**config.mk**
```make
export PLATFORM = sky130hd
export DESIGN_NAME = base_timer
export DESIGN_NICKNAME = d
export VERILOG_FILES = /design/src/rtl/bt_pkg.sv /design/src/rtl/bt_sync2.sv /design/src/rtl/bt_prescaler.sv /design/src/rtl/bt_quad_decoder.sv /design/src/rtl/base_timer.sv
export SDC_FILE = /design/constraint.sdc
export NUM_CORES = 1
export LEC_CHECK = 0
export ABC_AREA = 1
export BUFFER_PORTS_ARGS = -buffer_cell sky130_fd_sc_hd__buf_2
export CORE_MARGIN = 4
export CORE_UTILIZATION = 60
export DETAILED_ROUTE_END_ITERATION = 12
export GPL_ROUTABILITY_DRIVEN = 0
export PLACE_DENSITY = 0.81
export SLEW_MARGIN = 20
export SYNTH_ARGS = -nofsm -noshare
export SYNTH_HDL_FRONTEND = slang
export SYNTH_SLANG_ARGS = --single-unit
```
**constraint.sdc**
```tcl
create_clock -name clk -period 4.4 [get_ports clk]
set_input_delay 0.88 -clock clk [delete_from_list [all_inputs] [get_ports clk]]
set_output_delay 0.88 -clock clk [all_outputs]
set_load 0.02 [all_outputs]
```
**src/rtl/bt_pkg.sv**
```systemverilog
package bt_pkg;
    typedef enum logic [1:0] {
        MODE_INC  = 2'b00,
        MODE_UPDN = 2'b01,
        MODE_QUAD = 2'b10,
        MODE_RSVD = 2'b11
    } mode_e;

    typedef struct packed {
        logic  run;
        logic  mrst_en;
        logic  prst_en;
        mode_e mode;
    } ctl_t;

    localparam logic [1:0] ADDR_DIV = 2'd0;
    localparam logic [1:0] ADDR_CTL = 2'd1;
    localparam logic [1:0] ADDR_CMP = 2'd2;
endpackage

```
**src/rtl/bt_sync2.sv**
```systemverilog
module bt_sync2 #(
    parameter int         W       = 1,
    parameter logic [W-1:0] RST_VAL = '0
) (
    input  logic         clk,
    input  logic         rst_n,
    input  logic [W-1:0] d_i,
    output logic [W-1:0] q_o
);
    typedef struct packed {
        logic [W-1:0] s1;
        logic [W-1:0] s2;
    } st_t;

    st_t st_d, st_q;

    always_comb begin
        st_d.s1 = d_i;
        st_d.s2 = st_q.s1;
    end

    always_ff @(posedge clk or negedge rst_n) begin
        if (!rst_n) st_q <= '{s1: RST_VAL, s2: RST_VAL};
        else        st_q <= st_d;
    end

    assign q_o = st_q.s2;
endmodule

```
**src/rtl/bt_prescaler.sv**
```systemverilog
module bt_prescaler #(
    parameter int DIV_W = 8
) (
    input  logic             clk,
    input  logic             rst_n,
    input  logic             clr_i,
    input  logic             ev_i,
    input  logic [DIV_W-1:0] div_i,
    output logic             tick_o
);
    logic [DIV_W-1:0] ps_d, ps_q;

    always_comb begin
        tick_o = ev_i && (ps_q >= div_i);
        ps_d   = ps_q;
        if (clr_i)       ps_d = '0;
        else if (tick_o) ps_d = '0;
        else if (ev_i)   ps_d = ps_q + 1'b1;
    end

    always_ff @(posedge clk or negedge rst_n) begin
        if (!rst_n) ps_q <= '0;
        else        ps_q <= ps_d;
    end


    ps_advance_chk: assert property (@(posedge clk) disable iff (!rst_n)
        (ev_i && !clr_i && !tick_o) |=> (ps_q == $past(ps_q) + 1'b1));
endmodule

```
**src/rtl/bt_quad_decoder.sv**
```systemverilog
module bt_quad_decoder (
    input  logic clk,
    input  logic rst_n,
    input  logic a_i,
    input  logic b_i,
    output logic ev_o,
    output logic up_o
);
    logic [1:0] ab_sync;
    logic [1:0] prev_d, prev_q;
    logic       a_chg, b_chg;

    bt_sync2 #(.W(2), .RST_VAL(2'b00)) u_sync (
        .clk  (clk),
        .rst_n(rst_n),
        .d_i  ({a_i, b_i}),
        .q_o  (ab_sync)
    );

    always_comb begin
        prev_d = ab_sync;
        a_chg  = ab_sync[1] ^ prev_q[1];
        b_chg  = ab_sync[0] ^ prev_q[0];
        ev_o   = a_chg ^ b_chg;
        up_o   = (a_chg && (ab_sync[1] ^ ab_sync[0])) ||
                 (b_chg && !(ab_sync[1] ^ ab_sync[0]));
    end

    always_ff @(posedge clk or negedge rst_n) begin
        if (!rst_n) prev_q <= 2'b00;
        else        prev_q <= prev_d;
    end


    double_flip_ignored_chk: assert property (@(posedge clk) disable iff (!rst_n)
        (ab_sync == ~prev_q) |-> !ev_o);
endmodule

```
**src/rtl/base_timer.sv**
```systemverilog
module base_timer #(
    parameter int CNT_W = 16,
    parameter int DIV_W = 8
) (
    input  logic             clk,
    input  logic             rst_n,
    input  logic             wr_en,
    input  logic [1:0]       wr_addr,
    input  logic [CNT_W-1:0] wr_data,
    input  logic             updown,
    input  logic             phase_a,
    input  logic             phase_b,
    input  logic             ext_rst_n,
    output logic [CNT_W-1:0] count,
    output logic             match
);
    import bt_pkg::*;

    localparam logic [CNT_W-1:0] ONE = CNT_W'(1);

    typedef struct packed {
        logic [DIV_W-1:0] div;
        ctl_t             ctl;
        logic [CNT_W-1:0] cmp;
        logic [CNT_W-1:0] cnt;
        logic [1:0]       pend;
        logic             hit;
    } st_t;

    st_t st_d, st_q;

    logic             pin_s;
    logic             q_ev, q_up;
    logic             ev, up, tick, clr;
    logic [CNT_W-1:0] nxt;

    bt_sync2 #(.W(1), .RST_VAL(1'b1)) u_pin_sync (
        .clk  (clk),
        .rst_n(rst_n),
        .d_i  (ext_rst_n),
        .q_o  (pin_s)
    );

    bt_quad_decoder u_quad (
        .clk  (clk),
        .rst_n(rst_n),
        .a_i  (phase_a),
        .b_i  (phase_b),
        .ev_o (q_ev),
        .up_o (q_up)
    );

    bt_prescaler #(.DIV_W(DIV_W)) u_pre (
        .clk   (clk),
        .rst_n (rst_n),
        .clr_i (clr),
        .ev_i  (ev),
        .div_i (st_q.div),
        .tick_o(tick)
    );

    always_comb begin
        clr = !st_q.ctl.run || (st_q.ctl.prst_en && !pin_s);
        ev  = (st_q.ctl.mode == MODE_QUAD) ? q_ev : 1'b1;
        case (st_q.ctl.mode)
            MODE_UPDN: up = updown;
            MODE_QUAD: up = q_up;
            default:   up = 1'b1;
        endcase
        nxt = up ? st_q.cnt + ONE : st_q.cnt - ONE;

        st_d     = st_q;
        st_d.hit = 1'b0;

        if (clr) begin
            st_d.cnt  = '0;
            st_d.pend = 2'd0;
        end else if (tick) begin
            if (st_q.pend == 2'd1) begin
                st_d.cnt  = '0;
                st_d.pend = 2'd0;
            end else begin
                st_d.cnt = nxt;
                st_d.hit = (nxt == st_q.cmp);
                if (st_q.pend == 2'd2)
                    st_d.pend = 2'd1;
                else if (st_q.ctl.mrst_en && nxt == st_q.cmp)
                    st_d.pend = 2'd2;
            end
        end

        if (wr_en) begin
            case (wr_addr)
                ADDR_DIV: st_d.div = wr_data[DIV_W-1:0];
                ADDR_CTL: st_d.ctl = '{run:     wr_data[0],
                                       mrst_en: wr_data[1],
                                       prst_en: wr_data[2],
                                       mode:    mode_e'(wr_data[4:3])};
                ADDR_CMP: st_d.cmp = wr_data;
                default: ;
            endcase
        end
    end

    always_ff @(posedge clk or negedge rst_n) begin
        if (!rst_n) st_q <= '0;
        else        st_q <= st_d;
    end

    assign count = st_q.cnt;
    assign match = st_q.hit;


    stopped_clear_chk: assert property (@(posedge clk) disable iff (!rst_n)
        !st_q.ctl.run |=> (count == '0));


    pin_clear_chk: assert property (@(posedge clk) disable iff (!rst_n)
        (st_q.ctl.prst_en && !pin_s) |=> (count == '0));


    unit_step_chk: assert property (@(posedge clk) disable iff (!rst_n)
        (!clr && tick && st_q.pend != 2'd1) |=>
        ((count == $past(count) + ONE) || (count == $past(count) - ONE)));


    match_from_tick_chk: assert property (@(posedge clk) disable iff (!rst_n)
        match |-> ($past(tick) && !$past(clr)));


    delayed_clear_chk: assert property (@(posedge clk) disable iff (!rst_n)
        (!clr && tick && st_q.pend == 2'd1) |=> (count == '0 && !match));
endmodule

```
==> summary.md, run 1 <==
| Metric | Value |
|---|---|
| Result of the run | finished, final reports clean |
| Number of gates resized after cts | 0 |
| Post-Synthesis Mean Instance Area | 7.36 um^2 |
| Worst reg-to-reg path cell count | 22 |
| Flip-flop and latch count after synthesis | 64 |
| Post-Syn Area | 4220 um^2 |
| Total placed instance area | 4410 um^2 |
| Reg2reg setup slack | 1.02 ns |
| Routed wire length per instance | 13.3 um |
| Arrival @ worst endpoint | 3.63 ns |
| Power density over the cells | 397 nW/um^2 |
| Post-synth top area share | 36.8% |
| Post-CTS setup repair buffer count | 0 |
| Setup repair after global routing missed its margin | no |
| Yosys top cell by area | dfrtp_1 |
| Synthesized net count | 627 |
| Worst flop-to-flop path startpoint | st_q[35] |
| Endpoint class of the critical path | register |
| MaxCap Viol Count | 0 |
| Height of the chip | 91.8 um |
| Residual DRC count | 0 |
| Pins over their slew limit | 0 |
| Maximum number of pins on one net before global-route repair | 43 |
| Launching instance or port of the critical path | st_q[35] |
| Post-synthesis cell count | 573 |
| H-tree Lvls | 3 |
| Floorplan row count | 30 |
| Post-route clock skew | 0.0140 ns |
| CTS clock-pin slew for the worst setup and hold paths | 0.08 ns |
| Final critical-path required period | 3.38 ns |
| Sum of routed wire length over all layers | 9360 um |
| CTS Hold Bufs | 0 |
| Number of failing setup endpoints in the final timing report | 0 |
| Area growth, synth to finish | 9.58% |
| Unique cell type count in the Yosys netlist | 37 |
| Worst hold-check path type | register to register |
| Transition at the pin with the smallest max-transition slack | 0.593 ns |
| DR vias/cell | 5.25 |
| Final HPWL from detailed placement | 7100 um |
| Die span in x | 91.8 um |
| Commonest cells after routing, fill and taps aside | nand2_1, inv_1, dfrtp_1, nand3_1, buf_2 |
| Leakage | 0.00255 uW |
| All-Layer GR Usage | 23.8% |
| Design Power | 1840 uW |
| First-pass DRT Iterations | 5 |
| Buffers on Ports | 41 |
| Largest vdd supply drop | 0.000251 V |
| Data required, critical path | 4.64 ns |
| TritonCTS Buffers | 9 |
| Global-route wire length before repair | 16200 um |
| Worst setup path end | st_q[2] |
| Critical-path maximum fanout | 14 |
| Antenna cell count | 0 |
| Maximum clock insertion buffer count | 2 |
| Starting density of the core | 62.1% |
| Total die area | 8430 um^2 |
| CTS root buf | clkbuf_8 |
| Peak clock frequency supported by timing | 0.296 GHz |
| First-iteration detailed-routing DRC count | 227 |
| Critical path startpoint category | register |
| Setup TNS | 0 ns |
| Leading post-synthesis cells by cell area | dfrtp_1, nand2_1, ha_1 |
| Antenna violations before repair | 0 |
| Fill cells | 575 |
| Design Area, Final | 4620 um^2 |
| Clk_lat worst skew | 0.35 ns |
| Number of placed I/O pins | 42 |
| Sequential fraction of the synthesis area | 38.0% |
| Antenna viol nets, final | 0 |
| Final-report hold violation count | 0 |
| Core region area | 6790 um^2 |
| Ordered list of cells on the worst path | inv_1 -> ha_1 -> a21oi_1 -> nand2_2 -> inv_1 -> ha_1 -> nand2_2 -> inv_1 -> a21oi_1 -> nand2_2 -> nand2_1 -> nand2_1 -> inv_1 -> nand3_1 -> nand3_1 -> nand2_1 -> nor2_1 -> nand4_1 -> nand2_2 -> nand2_2 -> nand2_1 -> nand2_1 |
| Clock tree sinks | 64 |
| Share of layout cells above drive strength 1 | 15.7% |
| Number of warnings issued by yosys | 0 |
| Count of nets after finishing | 659 |
| Worst stage delay on the critical path | 0.41 ns |
| Launch point of the worst hold path | u_quad.u_sync.st_d[0] |
| CTS tree | done |
| Worst flop-to-flop path endpoint | st_q[2] |
| Type of the worst setup path | register to register |
| Total overflow reported by the global router | 0 |
| Number of global-route vias before repair | 3675 |
| Final period utilization | 76.9% |
| Detailed-route via count | 3704 |
| Standard cell with the maximum stage delay on the critical path | inv_1 |
| Worst slew slack as a fraction of its limit | 60.4% |
| Most common cell after layout, fill and taps aside | nand2_1 |
==> per-layer routing <==
layer,vias to the layer above,GRT usage (%),part of all wire (%)
met2,98,42.0,49
met1,1709,29.1,45
li1,1879,-,-
met4,0,7.92,1.7
met3,18,4.51,4.6
met5,-,0,0
==> through the flow <==
| stage | std cells | worst slack, ns | utilization (%) | hold WS, ns |
|---|---|---|---|---|
| after global placement | 690 | 0.851 | 65.0 | 0.333 |
| final | 706 | 1.02 | 68.0 | 0.352 |
| after CTS | 706 | 1.04 | 67.9 | 0.355 |
| after detailed placement | 690 | 0.774 | 65.0 | 0.336 |
| after global routing | 706 | 0.736 | 68.0 | 0.368 |
| after floorplan | 573 | 1.34 | - | 0.331 |
==> registers in the layout, summed over array words and instances (netlist names) <==
signal,flops
st_q,31
u_pre.ps_q,8
count,16
u_quad.prev_q,2
u_pin_sync.st_d,1
match,1
u_quad.u_sync.q_o,2
u_pin_sync.q_o,1
u_quad.u_sync.st_d,2
==> worst max-delay path, delay by kind of cell (launching register included) <==
family | cells | cell delay, ns
buf+inv | 4 | 0.59
fa+ha+maj | 2 | 0.69
flops | 1 | 0.38
compound gates | 2 | 0.36
simple gates | 14 | 1.25
==> cell type report <==
type	instances	area [um^2]	area share, %
inverters	87	327	7.07
clock inverters	7	78.8	1.71
multi-input cells	400	2150	46.5
flip-flops and latches	64	1600	34.7
repair buffers	43	220	4.77
clock buffers	9	124	2.68
well taps	96	120	2.60
==> kinds of logic (layout without fill, tap and decap cells) <==
| group | after synthesis | in the layout | synth area share (%) |
|---|---|---|---|
| and+or+nand+nor | 289 | 289 | 30.6 |
| buffers and inverters | 109 | 146 | 11.2 |
| AOI/OAI and AO/OA | 73 | 73 | 9.26 |
| DFF | 64 | 64 | 38.0 |
| adders and majority gates | 29 | 29 | 8.78 |
| xor gates and xnor gates | 9 | 9 | 2.20 |
==> power breakdown <==
part	switching (uW)	internal, uW
Sequential	43.3	645
Clock	267	268
Combinational	400	213
Total	710	1130
==> worst min path at each step <==
stage | endpoint | slack, ns | cells after the start
after floorplan | u_quad.u_sync.q_o[0] | 0.33 | 0
after CTS | u_quad.u_sync.q_o[0] | 0.35 | 0
final | u_quad.u_sync.q_o[0] | 0.35 | 0
after global placement | u_quad.u_sync.q_o[1] | 0.33 | 0
after global routing | u_pin_sync.q_o | 0.37 | 0
after detailed placement | u_quad.u_sync.q_o[0] | 0.34 | 0
==> cells in the mapped netlist, drive strengths merged <==
| cell type | instances |
|---|---|
| a21o | 2 |
| a21oi | 28 |
| a32o | 1 |
| and2 | 1 |
| buf | 17 |
| clkbuf | 5 |
| clkinv | 1 |
| dfrtp | 62 |
| dfstp | 2 |
| fa | 1 |
| ha | 28 |
| inv | 86 |
| nand2 | 181 |
| nand3 | 52 |
| nand3b | 6 |
| nand4 | 2 |
| nor2 | 36 |
| nor3 | 5 |
| nor3b | 3 |
| nor4 | 1 |
| nor4b | 1 |
| o2111ai | 1 |
| o21ai | 39 |
| o22ai | 2 |
| or2 | 1 |
| xnor2 | 2 |
| xnor3 | 1 |
| xor2 | 6 |
Power figures use the tool's default switching activity.
==> inputs of run 2 (changes only) <==
==> constraint.sdc (replaced) <==
create_clock -name clk -period 3.4 [get_ports clk]
set_input_delay 0.68 -clock clk [delete_from_list [all_inputs] [get_ports clk]]
set_output_delay 0.68 -clock clk [all_outputs]
set_load 0.02 [all_outputs]
==> summary.md, run 2 (synthesized netlist as in run 1, its figures left out) <==
| Metric | Value |
|---|---|
| Number of global-route vias before repair | 3490 (was 3675) |
| Share of total power in combinational logic | 35.0% (was 33.4%) |
| CTS Hold Bufs | 0 (unchanged) |
| Maximum clock insertion buffer count | 2 (unchanged) |
| Peak clock frequency supported by timing | 0.316 GHz (was 0.296 GHz) |
| Largest reg by FF count | st_q (unchanged) |
| Starting density of the core | 62.1% (unchanged) |
| H-tree Lvls | 3 (unchanged) |
| Critical-path maximum fanout | 7 (was 14) |
| Maximum number of pins on one net before global-route repair | 33 (was 43) |
| Design Area, Final | 4730 um^2 (was 4620 um^2) |
| Endpoint class of the critical path | register (unchanged) |
| Result of the run | finished, final reports clean (unchanged) |
| Total placed instance area | 4440 um^2 (was 4410 um^2) |
| Sum of routed wire length over all layers | 9480 um (was 9360 um) |
| Antenna cell count | 0 (unchanged) |
| Worst hold-check path type | input pin to asynchronous set/reset pin (was register to register) |
| Worst slew slack as a fraction of its limit | 60.8% (was 60.4%) |
| Buffers on Ports | 41 (unchanged) |
| Share of layout cells above drive strength 1 | 18.1% (was 15.7%) |
| Final period utilization | 93.0% (was 76.9%) |
| Antenna viol nets, final | 0 (unchanged) |
| Number of failing setup endpoints in the final timing report | 0 (unchanged) |
| Count of nets after finishing | 667 (was 659) |
| Die span in x | 91.8 um (unchanged) |
| Final-report hold violation count | 0 (unchanged) |
| Relative contribution of the clock network to total power | 28.2% (was 29.1%) |
| Total die area | 8430 um^2 (unchanged) |
| Residual DRC count | 0 (unchanged) |
| Power Internal | 1500 uW (was 1130 uW) |
| Post-route clock skew | 0.00769 ns (was 0.0140 ns) |
| Routed wire length per instance | 13.3 um (about the same) |
| Data required, critical path | 3.65 ns (was 4.64 ns) |
| Detailed-route via count | 3717 (was 3704) |
| Critical path startpoint category | register (unchanged) |
| Power density over the cells | 514 nW/um^2 (was 397 nW/um^2) |
| Antenna violations before repair | 0 (unchanged) |
| Switching power | 937 uW (was 710 uW) |
| TritonCTS Buffers | 9 (unchanged) |
| Min Hold Slack | 0.270 ns (was 0.352 ns) |
| Sequential Power Share | 36.7% (was 37.5%) |
| Arrival @ worst endpoint | 3.41 ns (was 3.63 ns) |
| Area growth, synth to finish | 12.2% (was 9.58%) |
| Number of flip-flops in the largest register | 31 (unchanged) |
| Clk_lat worst skew | 0.36 ns (was 0.35 ns) |
| Floorplan row count | 30 (unchanged) |
| CTS clock-pin slew for the worst setup and hold paths | 0.08 ns (about the same) |
| MaxCap Viol Count | 0 (unchanged) |
| Total overflow reported by the global router | 0 (unchanged) |
| DR vias/cell | 5.21 (was 5.25) |
| Pins over their slew limit | 0 (unchanged) |
| Height of the chip | 91.8 um (unchanged) |
| Largest vdd supply drop | 0.000323 V (was 0.000251 V) |
| Number of placed I/O pins | 42 (unchanged) |
| Core region area | 6790 um^2 (unchanged) |
| Transition at the pin with the smallest max-transition slack | 0.587 ns (was 0.593 ns) |
| All-Layer GR Usage | 23.4% (was 23.8%) |
| CTS root buf | clkbuf_8 (unchanged) |
| Most common cell after layout, fill and taps aside | nand2_1 (unchanged) |
| CTS tree | done (unchanged) |
| Final critical-path required period | 3.16 ns (was 3.38 ns) |
| Fraction of power spent switching nets | 38.5% (was 38.7%) |
| First-pass DRT Iterations | 4 (was 5) |
| Type of the worst setup path | register to register (unchanged) |
| Leakage | 0.00257 uW (was 0.00255 uW) |
| Clock tree sinks | 64 (unchanged) |
| Final HPWL from detailed placement | 7210 um (was 7100 um) |
| Global-route wire length before repair | 15800 um (was 16200 um) |
| Share of the core filled with cells in the final layout | 69.6% (was 68.0%) |
| First-iteration detailed-routing DRC count | 201 (was 227) |
| Commonest cells after routing, fill and taps aside | nand2_1, inv_1, dfrtp_1, nand3_1, buf_2 (unchanged) |
-- run 2: changes by cell type in the layout (fill, tap and decap cells not counted) --
cell and change:
ha_2 +3, nand2_2 -1, ha_4 +2, a21oi_2 +1, inv_1 -1, nand2_4 +1, ha_1 -5, a21oi_1 -1
nor3_2 +1, buf_4 +7, clkinv_2 +1, nor3_1 -1, clkinv_4 +1
-- run 2: power by group through the flow --
stage | combinational [uW] | clock (uW) | sequential (uW)
2_1_floorplan | 605 | 0 | 888
3_3_place_gp | 751 | 0 | 903
3_5_place_dp | 783 | 0 | 906
4_1_cts | 788 | 689 | 893
5_1_grt | 962 | 732 | 904
6_report | 852 | 687 | 894
-- run 2: critical path: stages (launching register included) --
cell        delay, ns
dfrtp_1          0.42
buf_4            0.15
nand2_1          0.05
nand2_1          0.06
nand2_1          0.06
nand3_2          0.11
nand2_4          0.13
clkinvlp_4       0.20
buf_4            0.20
ha_4             0.23
nand2_1          0.12
inv_1            0.06
a21oi_1          0.17
nand2_2          0.10
nand2_1          0.13
nand2_1          0.08
nand2_1          0.08
nand3_1          0.07
nand2_1          0.09
nand3_1          0.08
nor2_1           0.10
nand4_1          0.10
nand2_2          0.09
nand2_2          0.06
nand2_1          0.06
nand2_1          0.05
-- run 2: final timing paths --
check,startpoint,end,slack (ns),cells past startpoint
max,u_quad.u_sync.q_o[1],st_q[1],0.24,25
min,rst_n,u_quad.u_sync.q_o[0],0.27,1
max reg2reg,u_quad.u_sync.q_o[1],st_q[1],0.24,25
min reg2reg,u_quad.u_sync.st_d[0],u_quad.u_sync.q_o[0],0.35,0
max in group asynchronous,rst_n,st_q[19],2.44,2
min in group clk,u_quad.u_sync.st_d[0],u_quad.u_sync.q_o[0],0.35,0
-- run 2: repair_timing --
item                       4_1_cts  5_1_grt
setup buffers                    0        4
resized for setup                0       11
setup endpoints to repair        0        3
-- run 2: area by class of cell --
class / instances / area (um^2)
Multi-Input combinational cell: 400 / 2190
Fill cell: 541 / 2060
Sequential cell: 64 / 1600
Inverter: 87 / 330
Timing Repair Buffer: 50 / 273
Clock buffer: 9 / 124
Tap cell: 96 / 120
Clock inverter: 7 / 77.6
Timing Repair inverter: 1 / 7.51
-- run 2: per-stage QoR --
stage	setup slack (ns)	std cells	setup TNS (ns)	power (uW)
finish	0.239	714	0	2430
global placement	0.0862	693	0	1650
CTS	0.0859	709	0	2370
global route	-0.0468	714	-0.0866	2600
detailed placement	0.0207	693	0	1690
floorplan	0.537	573	0	1490
-- run 2: per-layer routing --
metal / track usage [%] / up-vias / share of wire (%)
met3: 4.27 / 18 / 5.6
met4: 8.79 / 0 / 1.6
li1: - / 1896 / -
met1: 29.4 / 1710 / 43
met2: 40.0 / 93 / 50
met5: 0 / - / 0
==> inputs of run 3 (changes only) <==
--- a/config.mk
+++ b/config.mk
@@ -12,6 +12,7 @@
 export DETAILED_ROUTE_END_ITERATION = 12
 export GPL_ROUTABILITY_DRIVEN = 0
 export PLACE_DENSITY = 0.81
+export RECOVER_POWER = 100
 export SLEW_MARGIN = 20
 export SYNTH_ARGS = -nofsm -noshare
 export SYNTH_HDL_FRONTEND = slang
==> summary.md, run 3 (synthesized netlist as in run 1, its figures left out) <==
| Metric | Value |
|---|---|
| Die span in x | 91.8 um (unchanged) |
| Number of failing setup endpoints in the final timing report | 0 (unchanged) |
| Global-route layer with the greatest usage | met2 (unchanged) |
| Final period utilization | 93.5% (was 93.0%) |
| Leakage | 0.00248 uW (was 0.00257 uW) |
| Clock tree sinks | 64 (unchanged) |
| Residual DRC count | 0 (unchanged) |
| Critical path startpoint category | register (unchanged) |
| Floorplan row count | 30 (unchanged) |
| CTS root buf | clkbuf_8 (unchanged) |
| Antenna cell count | 0 (unchanged) |
| MaxCap Viol Count | 0 (unchanged) |
| Final HPWL from detailed placement | 7210 um (unchanged) |
| CTS tree | done (unchanged) |
| Post-route clock skew | 0.00806 ns (was 0.00769 ns) |
| Arrival @ worst endpoint | 3.43 ns (was 3.41 ns) |
| Number of placed I/O pins | 42 (unchanged) |
| Worst flop-to-flop path endpoint | st_q[1] (unchanged) |
| GR met1 Demand/Resource | 29.4% (unchanged) |
| Routed wire length per instance | 13.4 um (was 13.3 um) |
| Starting density of the core | 62.1% (unchanged) |
| Design Area, Final | 4690 um^2 (was 4730 um^2) |
| Result of the run | finished, final reports clean (unchanged) |
| Data required, critical path | 3.65 ns (about the same) |
| Worst slew slack as a fraction of its limit | 10.6% (was 60.8%) |
| DR vias/cell | 5.26 (was 5.21) |
| Met3 layer usage reported by global route | 4.27% (unchanged) |
| Maximum clock insertion buffer count | 2 (unchanged) |
| Height of the chip | 91.8 um (unchanged) |
| Sum of routed wire length over all layers | 9530 um (was 9480 um) |
| Design Power | 2430 uW (about the same) |
| Setup TNS | 0 ns (unchanged) |
| Commonest cells after routing, fill and taps aside | nand2_1, inv_1, dfrtp_1, nand3_1, o21ai_0 (was nand2_1, inv_1, dfrtp_1, nand3_1, buf_2) |
| PnR worst setup slack | 0.221 ns (was 0.239 ns) |
| Final-report hold violation count | 0 (unchanged) |
| Number of flip-flops in the largest register | 31 (unchanged) |
| First-iteration detailed-routing DRC count | 216 (was 201) |
| Critical-path maximum fanout | 7 (unchanged) |
| Endpoint class of the critical path | register (unchanged) |
| Count of nets after finishing | 667 (unchanged) |
| Detailed-route via count | 3753 (was 3717) |
| Total die area | 8430 um^2 (unchanged) |
| Peak clock frequency supported by timing | 0.315 GHz (was 0.316 GHz) |
| Maximum number of pins on one net before global-route repair | 33 (unchanged) |
| First-pass DRT Iterations | 4 (unchanged) |
| Total overflow reported by the global router | 0 (unchanged) |
| Worst hold-check path type | register to register (was input pin to asynchronous set/reset pin) |
| Buffers on Ports | 41 (unchanged) |
| Transition at the pin with the smallest max-transition slack | 1.34 ns (was 0.587 ns) |
| GR met2 Demand/Resource | 40.0% (unchanged) |
| Area growth, synth to finish | 11.2% (was 12.2%) |
| Type of the worst setup path | register to register (unchanged) |
| CTS Hold Bufs | 0 (unchanged) |
| WHS Endpoint | u_quad.u_sync.q_o[0] |
| Number of global-route vias before repair | 3490 (unchanged) |
| Global-route wire length before repair | 15800 um (unchanged) |
| Largest vdd supply drop | 0.000322 V (was 0.000323 V) |
| Total placed instance area | 4440 um^2 (unchanged) |
| Antenna violations before repair | 0 (unchanged) |
| All-Layer GR Usage | 23.4% (unchanged) |
| Share of layout cells above drive strength 1 | 14.1% (was 18.1%) |
| CTS clock-pin slew for the worst setup and hold paths | 0.08 ns (about the same) |
| Worst flop-to-flop path startpoint | u_quad.u_sync.q_o[1] (unchanged) |
| Core region area | 6790 um^2 (unchanged) |
| Launch point of the worst hold path | u_quad.u_sync.st_d[0] |
| Power density over the cells | 518 nW/um^2 (was 514 nW/um^2) |
| Final critical-path required period | 3.18 ns (was 3.16 ns) |
| Pins over their slew limit | 0 (unchanged) |
| Largest reg by FF count | st_q (unchanged) |
| Reg2reg setup slack | 0.22 ns (was 0.24 ns) |
| Clk_lat worst skew | 0.36 ns (about the same) |
| Antenna viol nets, final | 0 (unchanged) |
| TritonCTS Buffers | 9 (unchanged) |
| H-tree Lvls | 3 (unchanged) |
| Number of cells traversed by the worst hold path | 0 |
| Most common cell after layout, fill and taps aside | nand2_1 (unchanged) |
| Minimum setup slack after placement | 0.0207 ns (unchanged) |
| Worst reg-to-reg path cell count | 25 (unchanged) |
[run 3: cell types whose count changed in the layout (fill, tap and decap cells not counted)]
| cell | change |
|---|---|
| clkbuf_1 | +24 |
| buf_2 | -20 |
| buf_4 | -4 |
| nor2_1 | +1 |
| nor2_2 | -1 |
[run 3: worst max path at each step]
stage | endpoint | cells after the start | from
5_1_grt | st_q[1] | 25 | u_quad.u_sync.q_o[1]
3_3_place_gp | st_q[1] | 21 | updown
4_1_cts | st_q[1] | 22 | st_q[35]
3_5_place_dp | st_q[1] | 21 | updown
6_report | st_q[1] | 25 | u_quad.u_sync.q_o[1]
2_1_floorplan | st_q[2] | 20 | updown
[run 3: final cells by class]
class                      instances  area [um^2]
clock buffer                       9          124
timing repair buffer              50          233
sequential                        64         1600
tap                               96          120
clock inverter                     7         77.6
timing repair inverter             1         7.51
multi-input combinational        400         2190
fill                             551         2110
inverter                          87          330
[run 3: stage by stage]
step	util [%]	cells	hold WS, ns
2_1_floorplan	-	573	0.331
3_3_place_gp	65.3	693	0.332
3_5_place_dp	65.3	693	0.336
4_1_cts	68.3	709	0.282
5_1_grt	69.0	714	0.357
6_report	69.0	714	0.351
[run 3: per-layer routing]
metal,part of all wire [%],vias up
li1,-,1900
met1,43,1718
met2,49,107
met3,5.1,28
met4,2.4,0
met5,0,-
[run 3: timing repair]
item / in CTS / in global routing
buffers inserted: 0 / 4
setup endpoints to repair: 0 / 3
resized for setup: 0 / 11
[run 3: power by group]
group	internal, uW	switching [uW]
combinational	308	540
sequential	835	58.5
clock	346	340
[run 3: worst max-delay path: stages (launching register included)]
cell and delay, ns:
dfrtp_1 0.42, buf_4 0.15, nand2_1 0.05, nand2_1 0.06, nand2_1 0.06, nand3_2 0.11, nand2_4 0.13, clkinvlp_4 0.21
buf_4 0.20, ha_4 0.23, nand2_1 0.12, inv_1 0.06, a21oi_1 0.17, nand2_2 0.10, nand2_1 0.13, nand2_1 0.09
nand2_1 0.08, nand3_1 0.07, nand2_1 0.09, nand3_1 0.08, nor2_1 0.10, nand4_1 0.10, nand2_2 0.09, nand2_2 0.06
nand2_1 0.06, nand2_1 0.05
